<file path="config.mk">
export PLATFORM = sky130hd
export DESIGN_NAME = clkcfg_smbus_slave
export DESIGN_NICKNAME = d
export VERILOG_FILES = /design/src/rtl/clkcfg_pkg.sv /design/src/rtl/smb_line_sense.sv /design/src/rtl/smb_xfer_fsm.sv /design/src/rtl/cfg_regbank.sv /design/src/rtl/clkcfg_smbus_slave.sv
export SDC_FILE = /design/constraint.sdc
export NUM_CORES = 1
export LEC_CHECK = 0
export ABC_AREA = 1
export BUFFER_PORTS_ARGS = -buffer_cell sky130_fd_sc_hd__buf_4
export CAP_MARGIN = 20
export CORE_AREA = 3 3 72 74
export DETAILED_ROUTE_END_ITERATION = 8
export DIE_AREA = 0 0 75 77
export GPL_TIMING_DRIVEN = 1
export PLACE_DENSITY = 0.82
export SETUP_SLACK_MARGIN = 0.3
export SLEW_MARGIN = 30
export SYNTH_ARGS = -nofsm -noshare
export SYNTH_HDL_FRONTEND = slang
export SYNTH_SLANG_ARGS = --single-unit
export TNS_END_PERCENT = 5
</file>
<file path="constraint.sdc">
create_clock -name clk -period 3 [get_ports clk]
set_input_delay 0.3 -clock clk [delete_from_list [all_inputs] [get_ports clk]]
set_output_delay 0.3 -clock clk [all_outputs]
set_load 0.02 [all_outputs]
</file>
<file path="src/rtl/clkcfg_pkg.sv">
package clkcfg_pkg;
    localparam int OFF_W    = 7;
    localparam int DATA_W   = 8;
    localparam int NUM_REGS = 4;

    localparam logic [OFF_W-1:0] OFF_FREQ   = 7'd0;
    localparam logic [OFF_W-1:0] OFF_OUTS   = 7'd1;
    localparam logic [OFF_W-1:0] OFF_PCI    = 7'd2;
    localparam logic [OFF_W-1:0] OFF_SPREAD = 7'd3;

    typedef enum logic [3:0] {
        ST_IDLE,
        ST_ADDR,
        ST_ADDR_ACK,
        ST_CMD,
        ST_CMD_ACK,
        ST_WDATA,
        ST_WDATA_ACK,
        ST_RDATA,
        ST_RDATA_ACK,
        ST_IGNORE
    } xfer_state_t;
endpackage

</file>
<file path="src/rtl/smb_line_sense.sv">
module smb_line_sense (
    input  logic clk,
    input  logic rst_n,
    input  logic scl_i,
    input  logic sda_i,
    output logic scl_s,
    output logic sda_s,
    output logic scl_rise,
    output logic scl_fall,
    output logic start_evt,
    output logic stop_evt
);
    logic scl_a, scl_b, sda_a, sda_b;

    always_ff @(posedge clk or negedge rst_n) begin
        if (!rst_n) begin
            scl_a <= 1'b1;
            scl_b <= 1'b1;
            sda_a <= 1'b1;
            sda_b <= 1'b1;
        end else begin
            scl_a <= scl_i;
            scl_b <= scl_a;
            sda_a <= sda_i;
            sda_b <= sda_a;
        end
    end

    always_comb begin
        scl_s     = scl_a;
        sda_s     = sda_a;
        scl_rise  = scl_a & ~scl_b;
        scl_fall  = ~scl_a & scl_b;
        // data edge while the clock stays high marks a bus condition
        start_evt = scl_a & scl_b & sda_b & ~sda_a;
        stop_evt  = scl_a & scl_b & ~sda_b & sda_a;
    end
endmodule

</file>
<file path="src/rtl/smb_xfer_fsm.sv">
module smb_xfer_fsm
    import clkcfg_pkg::*;
#(
    parameter logic [6:0] DEV_ADDR = 7'h69
) (
    input  logic              clk,
    input  logic              rst_n,
    input  logic              scl_rise,
    input  logic              scl_fall,
    input  logic              sda_s,
    input  logic              start_evt,
    input  logic              stop_evt,
    input  logic [DATA_W-1:0] rd_data,
    output xfer_state_t       state,
    output logic              sda_oe,
    output logic              wr_stb,
    output logic [OFF_W-1:0]  reg_off,
    output logic [DATA_W-1:0] wr_data
);
    localparam int CNT_W = $clog2(DATA_W);
    localparam logic [CNT_W-1:0] LAST_BIT = CNT_W'(DATA_W - 1);

    logic [CNT_W-1:0]  cnt;
    logic [DATA_W-1:0] shreg;
    logic [DATA_W-1:0] byte_in;
    logic              ack_ph, ack_ok, is_read;

    assign byte_in = {shreg[DATA_W-2:0], sda_s};

    // state register and datapath
    always_ff @(posedge clk or negedge rst_n) begin
        if (!rst_n) begin
            state   <= ST_IDLE;
            cnt     <= '0;
            shreg   <= '0;
            ack_ph  <= 1'b0;
            ack_ok  <= 1'b0;
            is_read <= 1'b0;
            reg_off <= '0;
            wr_data <= '0;
            wr_stb  <= 1'b0;
        end else begin
            wr_stb <= 1'b0;
            if (stop_evt) begin
                state  <= ST_IDLE;
                ack_ph <= 1'b0;
            end else if (start_evt) begin
                state  <= ST_ADDR;
                cnt    <= '0;
                ack_ph <= 1'b0;
            end else begin
                unique case (state)
                    ST_IDLE, ST_IGNORE: ;
                    ST_ADDR: if (scl_rise) begin
                        shreg <= byte_in;
                        cnt   <= cnt + 1'b1;
                        if (cnt == LAST_BIT) begin
                            state   <= ST_ADDR_ACK;
                            ack_ok  <= (byte_in[DATA_W-1:1] == DEV_ADDR);
                            is_read <= byte_in[0];
                        end
                    end
                    ST_ADDR_ACK: if (scl_fall) begin
                        ack_ph <= ~ack_ph;
                        if (ack_ph) begin
                            cnt <= '0;
                            if (!ack_ok)      state <= ST_IGNORE;
                            else if (is_read) begin
                                state <= ST_RDATA;
                                shreg <= rd_data;
                            end else          state <= ST_CMD;
                        end
                    end
                    ST_CMD: if (scl_rise) begin
                        shreg <= byte_in;
                        cnt   <= cnt + 1'b1;
                        if (cnt == LAST_BIT) begin
                            state  <= ST_CMD_ACK;
                            ack_ok <= byte_in[DATA_W-1];
                            if (byte_in[DATA_W-1]) reg_off <= byte_in[OFF_W-1:0];
                        end
                    end
                    ST_CMD_ACK: if (scl_fall) begin
                        ack_ph <= ~ack_ph;
                        if (ack_ph) begin
                            cnt   <= '0;
                            state <= ack_ok ? ST_WDATA : ST_IGNORE;
                        end
                    end
                    ST_WDATA: if (scl_rise) begin
                        shreg <= byte_in;
                        cnt   <= cnt + 1'b1;
                        if (cnt == LAST_BIT) begin
                            state   <= ST_WDATA_ACK;
                            ack_ok  <= 1'b1;
                            wr_data <= byte_in;
                            wr_stb  <= 1'b1;
                        end
                    end
                    ST_WDATA_ACK: if (scl_fall) begin
                        ack_ph <= ~ack_ph;
                        if (ack_ph) state <= ST_IGNORE;
                    end
                    ST_RDATA: if (scl_fall) begin
                        if (cnt == LAST_BIT) state <= ST_RDATA_ACK;
                        else begin
                            shreg <= {shreg[DATA_W-2:0], 1'b1};
                            cnt   <= cnt + 1'b1;
                        end
                    end
                    ST_RDATA_ACK: if (scl_rise) state <= ST_IGNORE;
                    default: state <= ST_IDLE;
                endcase
            end
        end
    end

    // line driver
    always_comb begin
        unique case (state)
            ST_ADDR_ACK, ST_CMD_ACK, ST_WDATA_ACK: sda_oe = ack_ph & ack_ok;
            ST_RDATA:                              sda_oe = ~shreg[DATA_W-1];
            default:                               sda_oe = 1'b0;
        endcase
    end
endmodule

</file>
<file path="src/rtl/cfg_regbank.sv">
module cfg_regbank
    import clkcfg_pkg::*;
(
    input  logic              clk,
    input  logic              rst_n,
    input  logic              wr_stb,
    input  logic [OFF_W-1:0]  reg_off,
    input  logic [DATA_W-1:0] wr_data,
    input  logic [3:0]        strap_fs,
    input  logic              strap_cpu_mode,
    input  logic              strap_mult0,
    input  logic              pd_n,
    output logic [DATA_W-1:0] rd_data,
    output logic              cap_done,
    output logic              ovr,
    output logic [3:0]        fs_sel,
    output logic              cpu_en,
    output logic              cpuod_en,
    output logic              pci_f_en,
    output logic              pci_drv_hi,
    output logic              ss_center,
    output logic              ss_en,
    output logic [1:0]        ss_bw,
    output logic              cpu_pd_drive,
    output logic              cpu_pd_tristate
);
    logic [3:0] cap_fs, sw_fs;
    logic       cap_mode, cap_mult0, pd_ctrl;

    always_ff @(posedge clk or negedge rst_n) begin
        if (!rst_n) begin
            cap_done   <= 1'b0;
            cap_fs     <= '0;
            cap_mode   <= 1'b0;
            cap_mult0  <= 1'b0;
            ovr        <= 1'b0;
            sw_fs      <= '0;
            pd_ctrl    <= 1'b0;
            cpu_en     <= 1'b1;
            cpuod_en   <= 1'b1;
            pci_f_en   <= 1'b1;
            pci_drv_hi <= 1'b0;
            ss_center  <= 1'b0;
            ss_en      <= 1'b1;
            ss_bw      <= 2'b00;
        end else begin
            if (!cap_done) begin
                cap_done  <= 1'b1;
                cap_fs    <= strap_fs;
                cap_mode  <= strap_cpu_mode;
                cap_mult0 <= strap_mult0;
            end
            if (wr_stb) begin
                unique case (reg_off)
                    OFF_FREQ: begin
                        ovr <= wr_data[3];
                        if (wr_data[3]) sw_fs <= {wr_data[1], wr_data[6:4]};
                    end
                    OFF_OUTS: begin
                        pd_ctrl  <= wr_data[5];
                        cpu_en   <= wr_data[4];
                        cpuod_en <= wr_data[3];
                    end
                    OFF_PCI: begin
                        pci_f_en   <= wr_data[7];
                        pci_drv_hi <= wr_data[6];
                    end
                    OFF_SPREAD: begin
                        ss_center <= wr_data[7];
                        ss_en     <= wr_data[6];
                        ss_bw     <= wr_data[5:4];
                    end
                    default: ;
                endcase
            end
        end
    end

    always_comb begin
        fs_sel = ovr ? sw_fs : cap_fs;
        unique case (reg_off)
            OFF_FREQ:   rd_data = {1'b0, fs_sel[2:0], ovr, 1'b0, fs_sel[3], 1'b0};
            OFF_OUTS:   rd_data = {cap_mode, cap_mult0, pd_ctrl, cpu_en, cpuod_en, 3'b000};
            OFF_PCI:    rd_data = {pci_f_en, pci_drv_hi, 1'b1, 5'b00000};
            OFF_SPREAD: rd_data = {ss_center, ss_en, ss_bw, 4'b0000};
            default:    rd_data = '0;
        endcase
        cpu_pd_drive    = cap_mode & ~pd_n & ~pd_ctrl;
        cpu_pd_tristate = cap_mode & ~pd_n & pd_ctrl;
    end
endmodule

</file>
<file path="src/rtl/clkcfg_smbus_slave.sv">
module clkcfg_smbus_slave
    import clkcfg_pkg::*;
#(
    parameter logic [6:0] DEV_ADDR = 7'h69
) (
    input  logic       clk,
    input  logic       rst_n,
    input  logic       scl_i,
    input  logic       sda_i,
    output logic       sda_oe,
    input  logic [3:0] strap_fs,
    input  logic       strap_cpu_mode,
    input  logic       strap_mult0,
    input  logic       pd_n,
    output logic [3:0] fs_sel,
    output logic       cpu_en,
    output logic       cpuod_en,
    output logic       pci_f_en,
    output logic       pci_drv_hi,
    output logic       ss_center,
    output logic       ss_en,
    output logic [1:0] ss_bw,
    output logic       cpu_pd_drive,
    output logic       cpu_pd_tristate
);
    logic              scl_s, sda_s, scl_rise, scl_fall, start_evt, stop_evt;
    logic              wr_stb, cap_done, ovr;
    logic [OFF_W-1:0]  reg_off;
    logic [DATA_W-1:0] wr_data, rd_data;
    xfer_state_t       state;

    smb_line_sense u_sense (
        .clk(clk), .rst_n(rst_n), .scl_i(scl_i), .sda_i(sda_i),
        .scl_s(scl_s), .sda_s(sda_s), .scl_rise(scl_rise), .scl_fall(scl_fall),
        .start_evt(start_evt), .stop_evt(stop_evt)
    );

    smb_xfer_fsm #(.DEV_ADDR(DEV_ADDR)) u_fsm (
        .clk(clk), .rst_n(rst_n), .scl_rise(scl_rise), .scl_fall(scl_fall),
        .sda_s(sda_s), .start_evt(start_evt), .stop_evt(stop_evt),
        .rd_data(rd_data), .state(state), .sda_oe(sda_oe), .wr_stb(wr_stb),
        .reg_off(reg_off), .wr_data(wr_data)
    );

    cfg_regbank u_regs (
        .clk(clk), .rst_n(rst_n), .wr_stb(wr_stb), .reg_off(reg_off),
        .wr_data(wr_data), .strap_fs(strap_fs), .strap_cpu_mode(strap_cpu_mode),
        .strap_mult0(strap_mult0), .pd_n(pd_n), .rd_data(rd_data),
        .cap_done(cap_done), .ovr(ovr), .fs_sel(fs_sel), .cpu_en(cpu_en),
        .cpuod_en(cpuod_en), .pci_f_en(pci_f_en), .pci_drv_hi(pci_drv_hi),
        .ss_center(ss_center), .ss_en(ss_en), .ss_bw(ss_bw),
        .cpu_pd_drive(cpu_pd_drive), .cpu_pd_tristate(cpu_pd_tristate)
    );
endmodule

</file>
Yosys cells after proc, flatten, opt, wreduce, memory -nomap -nowiden

Index checks and enable logic that the tools add are counted.

Flip-flop bits (word level): 59
Input bits: 11
Output and inout port bits: 15
Word-level logic and storage cells: 176

$add $sub $neg: 1
Equal/unequal tests: 48
Mux-type cells: 55
Bitwise gates (word level): 21
Reduce and logical (&&, ||, !) cells: 24

Operator list:

| kind               | number |
|---|---|
| $mux 4             | 20 |
| $mux 8             | 7 |
| $pmux 4 s9         | 1 |
| $ne 4x4->1 const B | 8 |
| $pmux 8 s4         | 1 |
| $ne 4x3->1 const B | 7 |
| $pmux 8 s3         | 1 |
| $mux 3             | 7 |
| $eq 4x3->1 const B | 4 |
| $reduce_and 16->1  | 1 |
| $mux 1             | 15 |
| $eq 7x2->1 const B | 2 |
| $ne 2x1->1 const B | 7 |
| $ne 2x2->1 const B | 6 |
| $reduce_bool 3->1  | 4 |
| $and 1x1->1        | 11 |
| $not 1->1          | 10 |
| $reduce_and 10->1  | 1 |
| $reduce_and 2->1   | 5 |
| $reduce_and 5->1   | 2 |
| $ne 3x1->1 const B | 3 |
| $ne 3x3->1 const B | 3 |
| $pmux 3 s3         | 1 |
| $reduce_and 9->1   | 1 |
| other kinds (17)   | 21 |

Longest topological paths before layout

Gate-level depths: netlist of the first run.

Word-level depth: 7
Depth in mapped cells: 10
Mapped depth without buffers: 10

By module

Synthesis of the first run repeated with hierarchy kept, for this count alone.

Cells, all modules: 437
Area, all modules: 3,364.5 µm²

By module, submodules not included:

| module         | instances | cells each | area each (µm²) | seq. area each (µm²) |
|---|---|---|---|---|
| smb_xfer_fsm   | 1         | 268        | 2,020.7         | 850.8 |
| cfg_regbank    | 1         | 154        | 1,197.4         | 530.5 |
| smb_line_sense | 1         | 15         | 146.4           | 105.1 |

Least setup slack after synthesis of the first run

Ideal clock, no wire load.

Path type: register -> output
Start point: reg u_fsm.state[0]
End point: out sda_oe
Arrival time: 1,286 ps
Data required time: 2,700 ps
Setup slack: 1,414 ps
Cell stages (with the launch flop): 5
Buffers on the path: 1
Cells stage by stage: dfrtp_1 -> buf_6 -> nor2_1 -> o21ai_1 -> o32ai_1

Cells in the longest elaborated chain, start to end: 3
Elaborated cells between the ends (all ways): 6
Those cells by class: eq/ne: 4; mux: 1; reduce/logical: 1

Ends and longest elaborated chain:

| item                                     | RTL line                 | text |
|---|---|---|
| start, declared                          | smb_xfer_fsm.sv:14       | `output xfer_state_t state,` |
| start signal, assigned                   | smb_xfer_fsm.sv:87       | `state <= ack_ok ? ST_WDATA : ST_IGNORE;` |
| $eq 4x2->1 or $eq 4x3->1 (tied branches) | smb_xfer_fsm.sv:120      | `unique case (state)` |
| $reduce_or 3->1 (no line)                | --                       |  |
| $pmux 1 s2 (*)                           | smb_xfer_fsm.sv:120      |  |
| end, declared                            | clkcfg_smbus_slave.sv:10 | `output logic sda_oe,` |

Mark *: on every way between the ends. The rest lies on a longest branch, timed or not.

Worst setup path after layout of the first run

Same ends and word-level chain as after synthesis.

==> key figures, run 1 <==
Run status
  – Status: finished, final reports clean

Floorplanning
  – Initial Utilization: between 60% and 70%
  – Die ar.: around 5800 um2
  – Core Box Area: 4660 um2
  – I/O Pins: 26
  – Die X: about 75 um
  – Row cnt: 25
  – Die H: 77 um

Detailed routing
  – DRT iter0 DRCs: between 150 and 200
  – Initial DRT Pass Iterations: 4
  – Drt wl/cell: 14.2 um
  – DR vias: about 2.5k
  – Routed Antenna Nets: 0
  – DRC viols: 0
  – Vias per inst: roughly 5.7
  – Final wirelength: roughly 6.3 mm

STA
  – Setup TNS: 0 ns
  – Period minus WS final: ~1.9 ns
  – WHS: roughly 0.0095 ns
  – Worst slew pin tran: between 0.6 and 0.7 ns
  – Slew headroom: between 50 and 60%
  – Final setup viols: 0
  – Period utilisation layout: 63.2%
  – Final Worst Setup Slack: between 1 and 1.5 ns
  – Final-report max-slew violation count: 0
  – Fmax: approximately 530 MHz
  – Final hold vios: 0
  – Worst Clk Skew: 0.00864 ns
  – RSZ-0062 raised after global routing: false

Yosys
  – Synth unique cells: 35
  – Syn_nets: ~370
  – Synth warn: 0
  – Async SR Flop Fraction: 100%
  – Syn Inst Count: around 360
  – Dominant synthesized flop cell: dfrtp_1
  – Syn avg cell area: roughly 8.1 um2
  – EDFF count, synth: 0
  – Synthesized flop and latch total: 57
  – Seq/Total Area, Yosys: roughly half
  – Post-Syn Area: about 2900 um2

Placement
  – DP Area: roughly 3100 um2
  – Setup WS pre-CTS: about 1.2 ns
  – Placed cell count: 429
  – Global placement routability congestion: 0.926
  – DP Wirelength: between 4 and 5 mm
  – IO buf count: 25

Clock network
  – Clk_lat worst skew: between 0.3 and 0.4 ns
  – Total CTS buffers: 9
  – Number of post-CTS setup repair buffers: 0
  – CTS tree: yes
  – Clock H-tree levels: 3
  – Clk buf depth: 2
  – Clock transition at the registers of the reported paths: 0.06 ns
  – CTS resizes: 0
  – Hold buffer count at CTS: 0
  – Clock Sinks: 57
  – CTS root buf: clkbuf_8

Final layout
  – N_diodes: 0
  – Most frequent cells in the layout: nand2_1, dfrtp_1, nand3_1, nor2_1, inv_1
  – Share of post-route cells with drive strength above 1: between 10% and 20%
  – Synth-to-layout area growth: 14.4%
  – Post-route cell area: approximately 3300 um2
  – Nets: approximately 400
  – Commonest non-fill, non-tap cell in the layout: nand2_1
  – Core Util, Final: 70.3%
  – Non-Filler Instances: about 450

Setup path
  – Element type at the critical path end: primary output
  – Critical-path cell list: nand2_1 -> nor2_2 -> inv_1 -> o32ai_1 -> buf_4
  – CP Class: reg -> out
  – CP max stage cell: dfrtp_1
  – CP max FO: 9
  – CP Launch Type: flip-flop
  – Crit-path max cell delay: around 0.54 ns
  – Crit path required time: approximately 2.7 ns
  – Crit path DAT: around 1.6 ns

Pwr
  – Worst VDD drop: 0.410 mV
  – Power Total: 1.75 mW
  – Power Density: between 500 and 600 nW/um2
  – Leakage: 1.59 nW

Job
  – Max cap viols: 0

GRT
  – Largest net degree at the start of global routing: 58
  – Total grt overflow: 0
  – GRT Overall Usage: between 20% and 30%
  – First-pass GRT wire length: 11.0 mm
  – Antenna violations before repair: 0
  – Vias in the first global route: 2440

Worst hold path
  – Hold WC Path Type: in -> async
flip-flops by register name, indices dropped and copies added (netlist names), 2 cells and up:
name,cells
u_fsm.cnt,3
u_fsm.reg_off,7
u_regs.cap_fs,4
u_fsm.wr_data,6
u_fsm.state,4
u_regs.sw_fs,4
u_regs.ss_bw,2
u_fsm.shreg,8
worst paths after layout:
path	start	slack, ns	cells past startpoint	to
min reg2reg	u_sense.sda_s	0.37	0	u_sense.sda_b
max in group asynchronous	rst_n	2.52	1	u_fsm.ack_ph
max	u_fsm.state[0]	1.10	5	sda_oe
min in group clk	sda_i	0.07	1	u_sense.sda_s
max reg2reg	u_sense.sda_s	1.19	8	u_fsm.state[3]
min	rst_n	0.01	1	u_regs.pci_drv_hi
where the power goes:
part	internal, mW	switching (mW)	total (mW)
combinational	0.0719	0.124	0.196
sequential	0.823	0.0562	0.880
clock	0.388	0.290	0.678
cell families (layout without fill, tap and decap cells):
family | Yosys count | count (layout) | share of synthesized area [%]
other cells | 1 | 1 | 0.131
mux | 5 | 5 | 1.96
buf+inv | 45 | 80 | 6.50
fa+ha+maj | 2 | 2 | 0.873
compound gates | 53 | 53 | 10.5
simple gates | 193 | 193 | 29.9
flops | 57 | 57 | 50.1
Yosys cell counts, types with 3 or more instances:
master	n	share of area [%]
nand4_1	3	0.65
o21ai_1	4	0.70
nor3_1	6	1.0
inv_2	5	0.65
inv_1	33	4.3
o211ai_1	4	1.0
nor2_2	5	1.1
nand2_2	5	1.1
dfrtp_1	49	43
nand3_1	38	6.6
dfstp_2	8	7.3
nand2_1	92	12
mux2_2	5	2.0
nor2_1	36	4.7
a21oi_1	9	1.6
o21ai_0	29	5.1
cell type report:
type                    instances  area [um2]
clock buffers                  14         183
clock inverters                 2        10.0
fillers                       393        1380
inverters                      38         143
multi-input cells             254        1240
flip-flops and latches         57        1440
well taps                      54        67.6
repair buffers                 26         195
critical path, delay by kind of cell (launching register included):
| family | cells | cell delay (ns) |
|---|---|---|
| DFF | 1 | 0.54 |
| and+or+nand+nor | 2 | 0.35 |
| buffers and inverters | 2 | 0.27 |
| AOI/OAI and AO/OA | 1 | 0.11 |
per-layer routing:
layer  up-vias  track usage [%]  share of wire (%)
met5         -                0                  0
met4         0             11.2                2.3
met3        14             5.24                5.8
met2        77             36.8                 46
met1      1224             35.0                 46
li1       1226                -                  -
Power figures use the tool's default switching activity.
==> run 2: changes to the inputs <==
Settings changed: CORE_AREA 3 3 72 74 to 3 3 78 80, DIE_AREA 0 0 75 77 to 0 0 81 83, PLACE_DENSITY 0.82 to 0.74.
Clock period 3 ns to 1.54 ns, I/O delays scaled along.
==> run 2 against run 1 <==
  * The flow now finishes with violations (setup timing)
  * Hold slack better by 0.037 ns
  * Largest cell class is now multi-input combinational cells
  * Highest routed layer unchanged
  * Die area up 16%
  * Non-clock buffer count up 30
  * Sequential share of layout area down 7.0 points
  * Routed wire length up 15%
  * Clock-buffer cell count down 1
  * Final area up 20%
  * Core utilization up 1.3 points
  * Register-to-register slack worse by 1.2 ns
==> key figures, run 2 (synthesis gave the netlist of run 1 again) <==
Worst hold path
  – WHS Path Cells: 2
  – Worst min-delay path startpoint: strap_fs[0]
  – Worst Hold Endpoint: u_regs.cap_fs[0]
  – Hold WC Path Type: in -> reg

Final layout
  – Post-route cell area: 3920 um2 (+20%)
  – Most frequent cells in the layout: nand2_1, dfrtp_1, buf_4, nand3_1, nand2_2
  – Max FFs per register: 8 (unchanged)
  – Largest regs: u_fsm.shreg: 8 flops, u_fsm.reg_off: 7 flops, u_fsm.wr_data: 6 flops
  – Nets: 430 (+7.8%)
  – Commonest non-fill, non-tap cell in the layout: nand2_1
  – Non-Filler Instances: 494 (+11%)
  – Largest register by flop count: u_fsm.shreg
  – Synth-to-layout area growth: 36.7%
  – N_diodes: 0 (unchanged)
  – Core Util, Final: 71.6% (+1.3 points)
  – Share of post-route cells with drive strength above 1: 41.0% (+22 points)

GRT
  – Total grt overflow: 0 (unchanged)
  – GRT Overall Usage: 23.0% (-2.0 points)
  – Largest net degree at the start of global routing: 35 (-40%)
  – Antenna violations before repair: 0 (unchanged)
  – First-pass GRT wire length: 12.1 mm (+9.7%)
  – Vias in the first global route: 2658 (+8.9%)

STA
  – Final-report max-slew violation count: 0 (unchanged)
  – RSZ-0062 raised after global routing: true
  – Period minus WS final: 1.61 ns
  – Fmax: between 600 and 700 MHz
  – Setup TNS: -0.173 ns (-0.173 ns)
  – Final hold vios: 0 (unchanged)
  – Final Worst Setup Slack: -0.0728 ns (-1.18 ns)
  – WHS: 0.0463 ns (+0.0368 ns)
  – Worst Clk Skew: 0.00588 ns (-0.00276 ns)
  – Period utilisation layout: 105%
  – Final setup viols: 9 (+9)

Pwr
  – Switch share: 27.3% (+0.43 points)
  – Power Total: 3.59 mW (+100%)
  – Comb power frac: 14.5% (+3.3 points)
  – Worst VDD drop: 0.759 mV (+85%)
  – Net Switching: 0.979 mW (+110%)
  – Power Density: 917 nW/um2 (+71%)
  – Leakage: 1.76 nW (+11%)
  – Sequential share of power: 47.8% (-2.4 points)
  – Int Pwr: 2.61 mW (+100%)
  – Clk pwr share: 37.7% (-1.0 points)

Floorplanning
  – Die H: 83 um (+7.8%)
  – I/O Pins: 26 (unchanged)
  – Die X: 81 um (+8.0%)
  – Row cnt: 27 (+8.0%)
  – Initial Utilization: 52.4% (-9.1 points)
  – Core Box Area: 5470 um2 (+17%)
  – Die ar.: 6720 um2 (+16%)

Clock network
  – Clk_lat worst skew: 0.34 ns (about the same)
  – CTS tree: yes
  – Clk buf depth: 2 (unchanged)
  – Total CTS buffers: 9 (unchanged)
  – CTS root buf: clkbuf_8
  – Clock transition at the registers of the reported paths: 0.06 ns (about the same)
  – Clock H-tree levels: 3 (unchanged)
  – Clock Sinks: 57 (unchanged)

Setup path
  – Crit-path max cell delay: 0.47 ns (-0.07 ns)
  – CP max FO: 6 (-3)
  – Crit path required time: 1.39 ns (-1.31 ns)
  – Element type at the critical path end: primary output
  – Worst path depth: 5 (unchanged)
  – Reg2Reg Setup Slack: -0.02 ns (-1.21 ns)
  – Cell family with most CP delay: flip-flops
  – RR Startpoint: u_fsm.state[3]
  – CP max stage cell: dfrtp_2
  – Worst Path Buf+Inv: 2 (unchanged)
  – Crit path DAT: 1.46 ns (-0.14 ns)
  – Critical-path cell list: nand2_2 -> nor2_4 -> inv_1 -> o32ai_2 -> buf_4
  – CP Class: reg -> out
  – Register-to-Register Path Depth: 8 (unchanged)
  – Crit Reg-Reg Endpoint: u_fsm.shreg[7]
  – CP Launch Type: flip-flop

Placement
  – Global placement routability congestion: 0.944 (+2.0%)
  – Placed cell count: 461 (+7.5%)
  – Setup WS pre-CTS: 0.00673 ns (-1.23 ns)
  – DP Area: 3290 um2 (+6.8%)
  – IO buf count: 25 (unchanged)
  – DP Wirelength: 4.80 mm (+7.0%)

Detailed routing
  – Vias per inst: 5.35 (-6.3%)
  – DR vias: 2642 (+4.0%)
  – Routed Antenna Nets: 0 (unchanged)
  – Final wirelength: 7.25 mm (+15%)
  – Initial DRT Pass Iterations: 5 (+1)
  – Drt wl/cell: 14.7 um (+3.5%)
  – DRC viols: 0 (unchanged)
  – DRT iter0 DRCs: 178 (-8.2%)

Job
  – Max cap viols: 0 (unchanged)

Run status
  – Status: complete, but fails checks
  – Violated checks: setup timing
[run 2: cell count changes in the layout (fill, tap and decap cells not counted), moves of 5 or more]
cell     delta
inv_2       +8
nor2_4     +14
nand3_1     -5
nand2_2    +20
nand2_1    -24
o21ai_0    -15
o21ai_1     +9
buf_4      +17
buf_6       +8
nor2_1     -12
inv_1      -12
o21ai_2     +6
[run 2: worst register-to-register path, stage by stage, from the launching register on]
cell and delay, ns:
dfrtp_2 0.46, buf_6 0.14, nor2_4 0.16, nand3b_1 0.14
nand2_2 0.13, nand2_4 0.09, nor2_4 0.19, nor2_1 0.06
a21oi_1 0.11
[run 2: area by class of cell]
class | count | area, um2
clock buffers | 13 | 149
clock inverters | 3 | 40.0
fillers | 419 | 1550
inverters | 38 | 153
multi-input cells | 255 | 1560
flip-flops and latches | 57 | 1440
well taps | 72 | 90.1
repair buffers | 56 | 483
[run 2: what timing repair did]
action,4_1_cts,5_1_grt
endpoints found under the hold margin,27,0
setup buffers,9,4
setup endpoints to repair,53,53
cloned,0,1
pin swaps,22,29
resized for setup,53,54
hold buffers,3,0
[run 2: worst max-delay path by stage]
stage / startpoint / to
after floorplan: u_fsm.cnt[0] / u_fsm.shreg[4]
after global placement: u_fsm.cnt[0] / u_fsm.shreg[2]
after detailed placement: u_fsm.cnt[0] / u_fsm.state[2]
after CTS: u_fsm.state[0] / sda_oe
after global routing: u_fsm.state[0] / u_fsm.shreg[4]
final: u_fsm.state[1] / sda_oe
[run 2: routing by layer]
metal	global-route usage, %	routed length (um)	vias up
li1	-	-	1295
met1	30.8	3210	1270
met2	35.5	3540	58
met3	4.01	294	19
met4	11.5	205	0
met5	0	0	-
[run 2: power by group through the flow]
stage	clock network, mW	registers (mW)	logic, mW
finish	1.35	1.72	0.520
detailed placement	0	1.73	0.419
floorplan	0	1.70	0.278
global placement	0	1.73	0.411
CTS	1.37	1.71	0.487
global route	1.44	1.73	0.581
==> run 3: changes to the inputs <==
Settings changed: CORE_AREA 3 3 78 80 to 3 3 77 79, CTS_BUF_LIST set to sky130_fd_sc_hd__clkbuf_2 sky130_fd_sc_hd__clkbuf_4 sky130_fd_sc_hd__clkbuf_8, DIE_AREA 0 0 81 83 to 0 0 80 82, PLACE_DENSITY 0.74 to 0.75.
==> run 3 against run 2 <==
  * The flow still finishes with violations (setup timing)
  * Via count grew 3.5%
  * Clock-buffer cell count shrank 2
  * Sequential power is essentially flat
  * Hold slack lost 0.0060 ns
  * Combinational power shrank 2%
  * Largest cell class unchanged
  * Highest routed layer unchanged
==> key figures, run 3 (synthesis gave the netlist of run 1 again) <==
Setup path
  – Crit path DAT: 1.59 ns (+0.13 ns)
  – Crit path required time: 1.39 ns (about the same)
  – Element type at the critical path end: primary output
  – CP Launch Type: flip-flop
  – CP max FO: 5 (-1)
  – CP Class: reg -> out

GRT
  – GRT Overall Usage: 24.9% (+1.9 points)
  – Vias in the first global route: 2594 (-2.4%)
  – Antenna violations before repair: 0 (unchanged)
  – First-pass GRT wire length: 12.4 mm (+2.6%)
  – Largest net degree at the start of global routing: 34 (-2.9%)
  – Total grt overflow: 0 (unchanged)

Floorplanning
  – Die H: 82 um (-1.2%)
  – Row cnt: 27 (unchanged)
  – Initial Utilization: 53.0% (+0.65 points)
  – Die ar.: 6560 um2 (-2.4%)
  – Die X: 80 um (-1.2%)
  – Core Box Area: 5410 um2 (-1.2%)
  – I/O Pins: 26 (unchanged)

Clock network
  – Clock H-tree levels: 3 (unchanged)
  – Clk_lat worst skew: 0.34 ns (about the same)
  – Total CTS buffers: 9 (unchanged)
  – Clk buf depth: 2 (unchanged)
  – CTS root buf: clkbuf_8
  – CTS tree: yes
  – Clock transition at the registers of the reported paths: 0.07 ns (about the same)
  – Clock Sinks: 57 (unchanged)

Final layout
  – Max FFs per register: 8 (unchanged)
  – Commonest non-fill, non-tap cell in the layout: nand2_1
  – N_diodes: 0 (unchanged)
  – Nets: 430 (unchanged)
  – Share of post-route cells with drive strength above 1: 44.3% (+3.3 points)
  – Largest register by flop count: u_fsm.shreg
  – Largest regs: u_fsm.shreg: 8 flops, u_fsm.reg_off: 7 flops, u_fsm.wr_data: 6 flops
  – Synth-to-layout area growth: 41.1%
  – Non-Filler Instances: 494 (unchanged)
  – Filler instances: 373 (-11%)
  – Most frequent cells in the layout: nand2_1, dfrtp_1, buf_4, nand3_1, nand2_2

Pwr
  – Worst VDD drop: 0.782 mV (+3.0%)
  – Leakage: 1.81 nW (+2.9%)
  – Power Density: 903 nW/um2 (-1.5%)

Detailed routing
  – Vias per inst: 5.53 (+3.5%)
  – DRC viols: 0 (unchanged)
  – Initial DRT Pass Iterations: 4 (-1)
  – Final wirelength: 7.87 mm (+8.5%)
  – DR vias: 2734 (+3.5%)
  – Drt wl/cell: 15.9 um (+8.5%)
  – Routed Antenna Nets: 0 (unchanged)
  – DRT iter0 DRCs: 183 (+2.8%)

STA
  – RSZ-0062 raised after global routing: true
  – Period utilisation layout: 113% (+8.3 points)
  – Final hold vios: 0 (unchanged)
  – Final-report max-slew violation count: 0 (unchanged)
  – Worst Clk Skew: 0.0101 ns (+0.00424 ns)
  – Period minus WS final: 1.74 ns (+0.127 ns)
  – Final setup viols: 11 (+2)
  – WHS: 0.0402 ns (-0.00605 ns)
  – Fmax: 575 MHz (-7.3%)
  – Final Worst Setup Slack: -0.200 ns (-0.127 ns)

Run status
  – Violated checks: setup timing
  – Status: complete, but fails checks

Placement
  – Placed cell count: 463 (+0.43%)
  – Global placement routability congestion: 0.925 (-2.1%)
  – DP Wirelength: 4.91 mm (+2.2%)
  – IO buf count: 25 (unchanged)

Job
  – Max cap viols: 0 (unchanged)

Worst hold path
  – Hold WC Path Type: in -> reg
[run 3: area by class of cell]
cell class,instances,area [um2],area share [%]
Clock inverter,5,55.1,1.36
Tap cell,72,90.1,2.23
Clock buffer,11,145,3.59
Sequential cell,57,1440,35.7
Multi-Input combinational cell,255,1660,41.1
Inverter,38,155,3.84
Timing Repair Buffer,56,494,12.2
[run 3: report_power, final]
part / internal [mW] / leakage (nW) / switching, mW
sequential: 1.60 / 0.731 / 0.130
clock: 0.803 / 0.0987 / 0.606
combinational: 0.208 / 0.983 / 0.301
[run 3: final timing paths]
path                       slack (ns)            from  cells after the start                to
max in group asynchronous        0.69           rst_n                      3     u_regs.cpu_en
max reg2reg                     -0.12  u_fsm.state[0]                     11    u_fsm.state[3]
min reg2reg                      0.37   u_sense.sda_s                      0     u_sense.sda_b
min                              0.04     strap_fs[0]                      2  u_regs.cap_fs[0]
max                             -0.20  u_fsm.state[0]                      4            sda_oe
min in group asynchronous        0.30           rst_n                      2     u_fsm.is_read
[run 3: per-layer routing]
layer / part of all wire (%) / GRT usage, %
met5: 0 / 0
met4: 3.2 / 10.6
met3: 4.8 / 4.50
met2: 50 / 40.6
met1: 42 / 32.7
[run 3: critical path, stage by stage (launching register included)]
cell and delay [ns]:
dfrtp_2 0.44, nor2_4 0.14, o21ai_4 0.10, o32ai_2 0.37
buf_4 0.21
[run 3: through the flow]
stage | area (um2) | util, % | setup WS [ns] | TNS (ns) | total power [mW]
2_1_floorplan | 2920 | - | 0.139 | 0 | 1.97
3_3_place_gp | 3310 | 61.2 | 0.0148 | 0 | 2.14
3_5_place_dp | 3310 | 61.2 | -0.00336 | -0.00336 | 2.16
4_1_cts | 3830 | 70.8 | -0.0985 | -0.0985 | 3.64
5_1_grt | 4040 | 74.8 | -0.204 | -1.89 | 3.80
6_report | 4040 | 74.8 | -0.200 | -0.632 | 3.65
[run 3: timing repair]
item	4_1_cts	5_1_grt
gates cloned	1	0
setup buffers	7	4
pin swaps	46	38
endpoints found under the hold margin	31	0
resized for setup	80	53
hold buffers	3	0
setup endpoints to repair	51	53
